===== src/rtl/irq_route_pkg.sv =====
package irq_route_pkg;
  localparam int VEC_W  = 8;
  localparam int DEST_W = 8;
  localparam int DLV_W  = 3;
  localparam logic [DLV_W-1:0] DLV_EXTINT = 3'b111;

  typedef struct packed {
    logic [DEST_W-1:0] dest;
    logic              mask;
    logic              trig;     // 1 = level
    logic              dstmode;
    logic [DLV_W-1:0]  dlv;
    logic [VEC_W-1:0]  vec;
  } rte_t;

  typedef struct packed {
    logic [DEST_W-1:0] dest;
    logic              dstmode;
    logic [DLV_W-1:0]  dlv;
    logic [VEC_W-1:0]  vec;
    logic              trig;
  } dreq_t;
endpackage


===== src/rtl/irq_rise_det.sv =====
module irq_rise_det #(
  parameter int W = 24
) (
  input  logic         clk,
  input  logic         rst_n,
  input  logic [W-1:0] lvl,
  output logic [W-1:0] rise
);
  logic [W-1:0] prev_q;

  always_ff @(posedge clk or negedge rst_n) begin
    if (!rst_n) prev_q <= '0;
    else        prev_q <= lvl;
  end

  assign rise = lvl & ~prev_q;
endmodule


===== src/rtl/irq_lowest_pick.sv =====
module irq_lowest_pick #(
  parameter int W     = 24,
  parameter int IDX_W = $clog2(W)
) (
  input  logic [W-1:0]     req,
  output logic             found,
  output logic [IDX_W-1:0] idx,
  output logic [W-1:0]     grant
);
  always_comb begin
    found = 1'b0;
    idx   = '0;
    for (int i = W - 1; i >= 0; i--) begin
      if (req[i]) begin
        found = 1'b1;
        idx   = i[IDX_W-1:0];
      end
    end
    grant = '0;
    if (found) grant[idx] = 1'b1;
  end
endmodule


===== src/rtl/irq_entry_table.sv =====
module irq_entry_table
  import irq_route_pkg::*;
#(
  parameter int NUM_PINS = 24,
  parameter int PIN_W    = $clog2(NUM_PINS)
) (
  input  logic                     clk,
  input  logic                     rst_n,
  input  logic                     wr_en,
  input  logic [PIN_W-1:0]         wr_pin,
  input  rte_t                     wr_entry,
  input  logic                     eoi_valid,
  input  logic [VEC_W-1:0]         eoi_vec,
  input  logic [NUM_PINS-1:0]      rset,
  output rte_t [NUM_PINS-1:0]      ent_o,
  output logic [NUM_PINS-1:0]      rem_o
);
  localparam rte_t RST_ENT = '{dest: '0, mask: 1'b1, trig: 1'b0,
                               dstmode: 1'b0, dlv: '0, vec: '0};

  for (genvar g = 0; g < NUM_PINS; g++) begin : g_ent
    localparam logic [PIN_W-1:0] MY_PIN = PIN_W'(g);
    rte_t ent_q, ent_d;
    logic rem_q, rem_d;
    logic wr_hit, eoi_hit;

    assign wr_hit  = wr_en && (wr_pin == MY_PIN);
    assign eoi_hit = eoi_valid && rem_q && (ent_q.vec == eoi_vec);

    always_comb begin
      ent_d = wr_hit ? wr_entry : ent_q;
      rem_d = rem_q;
      if (eoi_hit)  rem_d = 1'b0;
      if (rset[g])  rem_d = 1'b1;
    end

    always_ff @(posedge clk or negedge rst_n) begin
      if (!rst_n) begin
        ent_q <= RST_ENT;
        rem_q <= 1'b0;
      end else begin
        ent_q <= ent_d;
        rem_q <= rem_d;
      end
    end

    assign ent_o[g] = ent_q;
    assign rem_o[g] = rem_q;

    // a matching end-of-interrupt clears a set remote-pending flag
    a_r6_eoi_clears: assert property (@(posedge clk) disable iff (!rst_n)
      (eoi_valid && rem_q && ent_q.vec == eoi_vec) |=> !rem_q);
  end
endmodule


===== src/rtl/irq_route_engine.sv =====
module irq_route_engine
  import irq_route_pkg::*;
#(
  parameter int NUM_PINS = 24,
  parameter int PIN_W    = $clog2(NUM_PINS),
  parameter int ALIAS_IN = 0,
  parameter int ALIAS_PIN = 2
) (
  input  logic                clk,
  input  logic                rst_n,
  input  logic [NUM_PINS-1:0] irq_in,
  input  logic [VEC_W-1:0]    ext_vec,
  input  logic                wr_en,
  input  logic [PIN_W-1:0]    wr_pin,
  input  logic [VEC_W-1:0]    wr_vec,
  input  logic [DLV_W-1:0]    wr_dlv,
  input  logic                wr_dstmode,
  input  logic                wr_trig,
  input  logic                wr_mask,
  input  logic [DEST_W-1:0]   wr_dest,
  input  logic                eoi_valid,
  input  logic [VEC_W-1:0]    eoi_vec,
  output logic                req_valid,
  input  logic                req_ready,
  output logic [DEST_W-1:0]   req_dest,
  output logic                req_dstmode,
  output logic [DLV_W-1:0]    req_dlv,
  output logic [VEC_W-1:0]    req_vec,
  output logic                req_trig
);
  // reset: asserted asynchronously, released on the clock
  logic [1:0] rst_sync_q;
  logic       rst_int_n;

  always_ff @(posedge clk or negedge rst_n) begin
    if (!rst_n) rst_sync_q <= 2'b00;
    else        rst_sync_q <= {rst_sync_q[0], 1'b1};
  end
  assign rst_int_n = rst_sync_q[1];

  // line-to-pin mapping
  logic [NUM_PINS-1:0] pin_lvl;
  for (genvar g = 0; g < NUM_PINS; g++) begin : g_map
    if (g == ALIAS_IN) begin : g_none
      assign pin_lvl[g] = 1'b0;
    end else if (g == ALIAS_PIN) begin : g_alias
      assign pin_lvl[g] = irq_in[g] | irq_in[ALIAS_IN];
    end else begin : g_direct
      assign pin_lvl[g] = irq_in[g];
    end
  end

  logic [NUM_PINS-1:0] rise;
  irq_rise_det #(.W(NUM_PINS)) i_rise (
    .clk(clk), .rst_n(rst_int_n), .lvl(pin_lvl), .rise(rise)
  );

  // entry table
  rte_t                wr_entry;
  rte_t [NUM_PINS-1:0] ent;
  logic [NUM_PINS-1:0] rem;
  logic [NUM_PINS-1:0] rset;

  assign wr_entry = '{dest: wr_dest, mask: wr_mask, trig: wr_trig,
                      dstmode: wr_dstmode, dlv: wr_dlv, vec: wr_vec};

  irq_entry_table #(.NUM_PINS(NUM_PINS), .PIN_W(PIN_W)) i_table (
    .clk(clk), .rst_n(rst_int_n),
    .wr_en(wr_en), .wr_pin(wr_pin), .wr_entry(wr_entry),
    .eoi_valid(eoi_valid), .eoi_vec(eoi_vec),
    .rset(rset), .ent_o(ent), .rem_o(rem)
  );

  // eligibility and pick
  logic [NUM_PINS-1:0] pend_q, pend_d, elig, grant;
  logic                found, load;
  logic [PIN_W-1:0]    pick_idx;

  for (genvar g = 0; g < NUM_PINS; g++) begin : g_elig
    assign elig[g] = pend_q[g] && !ent[g].mask && (!ent[g].trig || !rem[g]);
  end

  irq_lowest_pick #(.W(NUM_PINS), .IDX_W(PIN_W)) i_pick (
    .req(elig), .found(found), .idx(pick_idx), .grant(grant)
  );

  logic req_valid_q, req_valid_d;
  dreq_t pay_q, pay_d;
  rte_t sel;

  assign load = !req_valid_q && found;
  assign sel  = ent[pick_idx];

  always_comb begin
    for (int i = 0; i < NUM_PINS; i++) begin
      if (ent[i].trig) begin
        pend_d[i] = pin_lvl[i];
        rset[i]   = load && grant[i];
      end else begin
        pend_d[i] = (pend_q[i] && !(load && grant[i])) || (rise[i] && !ent[i].mask);
        rset[i]   = 1'b0;
      end
    end
  end

  always_comb begin
    req_valid_d = req_valid_q && !req_ready;
    pay_d       = pay_q;
    if (load) begin
      req_valid_d   = 1'b1;
      pay_d.dest    = sel.dest;
      pay_d.dstmode = sel.dstmode;
      pay_d.dlv     = sel.dlv;
      pay_d.vec     = (sel.dlv == DLV_EXTINT) ? ext_vec : sel.vec;
      pay_d.trig    = sel.trig;
    end
  end

  always_ff @(posedge clk or negedge rst_int_n) begin
    if (!rst_int_n) begin
      pend_q      <= '0;
      req_valid_q <= 1'b0;
      pay_q       <= '0;
    end else begin
      pend_q      <= pend_d;
      req_valid_q <= req_valid_d;
      if (load) pay_q <= pay_d;
    end
  end

  assign req_valid   = req_valid_q;
  assign req_dest    = pay_q.dest;
  assign req_dstmode = pay_q.dstmode;
  assign req_dlv     = pay_q.dlv;
  assign req_vec     = pay_q.vec;
  assign req_trig    = pay_q.trig;

  // at most one pin granted per pick
  a_r2_one_grant: assert property (@(posedge clk) disable iff (!rst_int_n)
    $onehot0(grant));

  // a stalled request keeps valid and its fields
  a_r9_hold: assert property (@(posedge clk) disable iff (!rst_int_n)
    (req_valid && !req_ready) |=> (req_valid && $stable(pay_q)));

  // issuing a level pin leaves its remote-pending flag set
  a_r5_remote_set: assert property (@(posedge clk) disable iff (!rst_int_n)
    (load && sel.trig) |=> rem[$past(pick_idx)]);

  // issuing an edge pin with no fresh rise clears its pending bit
  a_r3_edge_clear: assert property (@(posedge clk) disable iff (!rst_int_n)
    (load && !sel.trig && !rise[pick_idx]) |=> !pend_q[$past(pick_idx)]);
endmodule


===== config.mk =====
export PLATFORM = sky130hd
export DESIGN_NAME = irq_route_engine
export DESIGN_NICKNAME = d
export VERILOG_FILES = /design/src/rtl/irq_route_pkg.sv /design/src/rtl/irq_rise_det.sv /design/src/rtl/irq_lowest_pick.sv /design/src/rtl/irq_entry_table.sv /design/src/rtl/irq_route_engine.sv
export SDC_FILE = /design/constraint.sdc
export NUM_CORES = 1
export LEC_CHECK = 0
export ABC_CLOCK_PERIOD_IN_PS = 40200
export BUFFER_PORTS_ARGS = -buffer_cell sky130_fd_sc_hd__buf_2
export CORE_MARGIN = 2
export CORE_UTILIZATION = 50
export CTS_CLUSTER_SIZE = 25
export DETAILED_ROUTE_END_ITERATION = 12
export PLACE_DENSITY = 0.66
export RECOVER_POWER = 50
export REMOVE_ABC_BUFFERS = 1
export SYNTH_ARGS = -nofsm -noshare
export SYNTH_HDL_FRONTEND = slang
export SYNTH_SLANG_ARGS = --single-unit

===== constraint.sdc =====
create_clock -name clk -period 40.2 [get_ports clk]
set_input_delay 2.01 -clock clk [delete_from_list [all_inputs] [get_ports clk]]
set_output_delay 2.01 -clock clk [all_outputs]
set_load 0.02 [all_outputs]

# Word level (Yosys, flattened, before mapping)
# Cells that the tools add are included.
# word_totals
output_inout_bits	22
word_cells	747
in_bits	72
reg_bits	623
# op_classes
n_reduce_logical	366
eq_ne	48
n_bitwise	3
n_lt_le_gt_ge	2
muxes	151
# ops
operator	count
logical AND 1 bit	195
== test 8 bit	24
2-to-1 mux 1 bit	122
2-to-1 mux 5 bit	24
binary-select mux 22 bit (select 5 bit)	1
zero test 1 bit	98
logical OR 1 bit	48
nonzero test 2 bit	24
== test 5 x 4 -> 1 bit (second input constant)	8
== test 5 bit (second input constant)	8
bitwise AND 24 bit	1
2-to-1 mux 24 bit	1
inverter 24 bit	1
2-to-1 mux 22 bit	1
== test 5 x 3 -> 1 bit (second input constant)	4
== test 5 x 2 -> 1 bit (second input constant)	2
2-to-1 mux 8 bit	1
less-than comparator 5 x 6 -> 1 bit (second input constant)	1
demux 1 bit (select 5 bit)	1
== test 5 x 1 -> 1 bit (second input constant)	1
greater-or-equal comparator 5 x 1 -> 1 bit (second input constant)	1
zero test 5 bit	1
== test 3 bit (second input constant)	1
bitwise OR 1 bit	1

# Logic depth before layout (Yosys ltp)
# depth
ltp_word	37
depth_mapped	17
mapped_depth_nobuf	11

# By module
# Synthesis repeated with hierarchy kept, for this count alone.
# hier_totals
hier_cells	2330
area_unflattened_um2	31252.5
# by_module_without_submodules
mod	area_each_um2	seq_area_each_um2	cells_per_inst	instances
irq_entry_table	23103.4	13843.3	1573	1
irq_route_engine	6613.8	1201.2	624	1
irq_rise_det	930.9	600.6	48	1
irq_lowest_pick	604.3	0.0	85	1

# Least setup slack after synthesis
# OpenSTA, ideal clock, no wires.
# synth_path
path_kind	input -> register
from	input port wr_pin[1]
to	register i_table.g_ent[7].ent_q (netlist bit i_table.ent_o[154])
cell_stages	6
path_buffers	2
arrival_ps	3728
setup_ps	125
required_ps	40075
slack_ps	36347
cell_sequence	clkbuf_1 > nand2_1 > or2_2 > nor3b_1 > clkbuf_1 > mux2_2
# synth_between
elab_chain_cells	2
# synth_rtl
item	line_no	text
start: declaration	irq_route_engine.sv:14	input logic [PIN_W-1:0] wr_pin,
== test 5 x 3 -> 1 bit	irq_entry_table.sv:27	assign wr_hit = wr_en && (wr_pin == MY_PIN);
logical AND 1 bit	irq_entry_table.sv:27	
end signal: assignment	irq_entry_table.sv:42	ent_q <= ent_d;
end: declaration	irq_entry_table.sv:23	rte_t ent_q, ent_d;
# No other way between the ends.
# A chain may end at the register's enable or synchronous reset.

==> results.yml <==
logic_synthesis:
  synth_area_per_cell_um2: 11.8
  ys_ff_latch: 623
  yosys_warnings: 0
  synth_edf_count: 0
  ys_seq_area_share_pct: 50.8
  syn_area_mm2: 0.0307
  async_reset_ff_share_pct: 100
  netlist-cell-type-count: 86
  syn_inst: 2607
  synth_ff_type: "dfrtp_1"
placed_design:
  port_buffers: 93
  place_inst: 3330
  dpl.hpwl_mm: 60.6
  gp_congestion: 0.933
clocking:
  cts_tree: "yes"
  clock-root-buffer: "clkbuf_16"
  cts.sinks: 623
  clkLatencyLatePin_ps: 620
  cts-htree-levels: 3
  clk_pin_slew_ps: 60
  cts_buffer_depth: 3
  cts_hold_buf: 0
  post_cts_buffers: 0
  cts_buffers: 68
  cts_resized: 0
layout:
  final_common_cell: "dfrtp_1"
  mostFrequentLayoutCells: "dfrtp_1, mux2_2, nand2_1"
  stdcell_count: 3454
  diodes: 0
  drive_gt1_share_pct: 31.2
  area_growth_pct: 10.8
  fin_nets: 2690
worst_setup_path:
  reg2regPathDepth: 2
  crit_fanout: 83
  worstReg2RegStart: "rst_sync_q[1]"
  critical_path_class: "reg -> async"
  startpoint: "rst_sync_q[1]"
  arrival_ps: 8570
  worst_setup_path_start_kind: "flip-flop"
  cp-end-kind: "async pin"
  critPathRequiredTime_ps: 39880
sta:
  slew_violations: 759
  hold_violations: 0
  timing.hold.ws_ps: 351
  slew-limit-headroom_pct: -197
  finalSetupViolCount: 0
  timing.final.crit_period_ps: 8890
  setup_tns_ps: 0
  tightest_slew_ps: 4450
  fin_skew_ps: 18.0
  max_freq_ghz: 0.113
  rsz0062_at_grt: "false"
  finalCritPeriodShare_pct: 22.1
global_route:
  grt_pass1_wl_mm: 146
  grt_max_degree: 84
  globalRouteOverflowTotal: 0
  antenna_found_initial: 0
  grt_pass1_vias: 22803
  grt_usage_pct: 30.9
run_status:
  violations: "capacitance limit, slew limit"
  outcome: "complete, but fails checks"
routing:
  vias: 22299
  vias_per_cell: 6.46
  wl_per_cell_um: 28.3
  drtIter0Drc: 2133
  first_pass_iters: 5
  drtAntennaViolNets: 0
  drcViolationCount: 0
  wirelength_mm: 97.7
floorplanning:
  ios: 94
  die_w_um: 252
  initial_core_util_pct: 50.7
  die-area_mm2: 0.0634
  rows: 90
  core_mm2: 0.0606
  fp.dieH_um: 252
flow_run:
  drv_cap: 16
power:
  p_leak_nw: 15.1
  ir_drop_mv: 0.0775
  power.density_mw_per_mm2: 74.7
hold_path:
  hold_start: "rst_sync_q[0]"
  min_path_cells: 0
  hold_path.class: "reg -> reg"
-- critical path, cell delays in order (launching register included) --
cell and delay (ps):
dfrtp_1 1600, clkbuf_1 2970, clkbuf_1 3240
-- metrics by stage --
stage	area, µm²	worst slack, ps	power, mW	utilization, %
detailed placement	31800	34790	1.88	52.5
finish	34000	31310	2.54	56.2
global route	34000	29660	2.65	56.2
global placement	31800	34930	1.86	52.5
CTS	34100	34780	2.53	56.3
floorplan	29900	21590	1.51	-
-- path summary, 6_finish.rpt --
path	endpoint	slack (ps)
min in group asynchronous	i_table.ent_o[54]	800
setup / recovery	i_table.ent_o[342]	31310
hold reg to reg	rst_sync_q[1]	350
setup reg to reg	i_table.ent_o[342]	31310
hold / removal	rst_sync_q[1]	350
max in group clk	req_vec[5]	34660
-- Yosys cell counts, drive strengths merged (19+ instances only) --
| cell | count | area share (%) |
|---|---|---|
| dfrtp | 599 | 49 |
| mux2 | 560 | 21 |
| nand2 | 226 | 2.8 |
| xor2 | 168 | 4.8 |
| clkbuf | 124 | 1.5 |
| o21ai | 113 | 1.9 |
| buf | 82 | 1.3 |
| nor2 | 76 | 0.94 |
| a21oi | 54 | 0.89 |
| mux2i | 52 | 1.7 |
| nor3 | 48 | 0.78 |
| nand4 | 30 | 0.61 |
| nor4 | 27 | 0.57 |
| a32o | 25 | 0.81 |
| nand3 | 25 | 0.41 |
| dfstp | 24 | 2.1 |
| nand3b | 24 | 0.59 |
| xnor2 | 24 | 0.68 |
| and3 | 23 | 0.47 |
| inv | 21 | 0.26 |
| a221oi | 20 | 0.57 |
| o22ai | 20 | 0.41 |
| nor2b | 19 | 0.39 |
-- cell type report --
class / count / area, µm²
fill: 5110 / 26600
sequential: 623 / 15600
multi-input combinational: 1757 / 14300
clock buffer: 106 / 2100
tap: 782 / 978
timing repair buffer: 147 / 781
clock inverter: 18 / 220
inverter: 21 / 78.8
-- registers in the layout, summed over array words and instances (netlist names) --
name	flops
i_rise.prev_q	23
i_table.ent_o	528
i_table.g_ent.rem_q	24
pend_q	24
req_dest	8
req_dlv	3
req_dstmode	1
req_trig	1
req_valid	1
req_vec	8
rst_sync_q	2
-- report_power, final --
part,switching (mW),total (mW),internal (mW)
Combinational,0.663,1.04,0.373
Clock,0.261,0.647,0.386
Sequential,0.0998,0.859,0.759
-- metal layers --
| metal | wire (µm) | share of wire (%) | vias up | GRT usage (%) |
|---|---|---|---|---|
| met5 | 0 | 0 | - | 0 |
| met4 | 3930 | 4.0 | 0 | 12.4 |
| met3 | 6490 | 6.6 | 200 | 5.89 |
| met2 | 45800 | 47 | 857 | 49.7 |
| met1 | 41400 | 42 | 11753 | 41.5 |
| li1 | - | - | 9489 | - |
-- kinds of logic after synthesis --
kind of cell	Yosys count	synth area share (%)
flops	623	50.8
mux	615	22.5
simple gates	532	8.28
compound gates	417	9.85
buf+inv	227	3.08
xor+xnor	192	5.47
other cells	1	0.0122
Power figures use the tool's default switching activity.
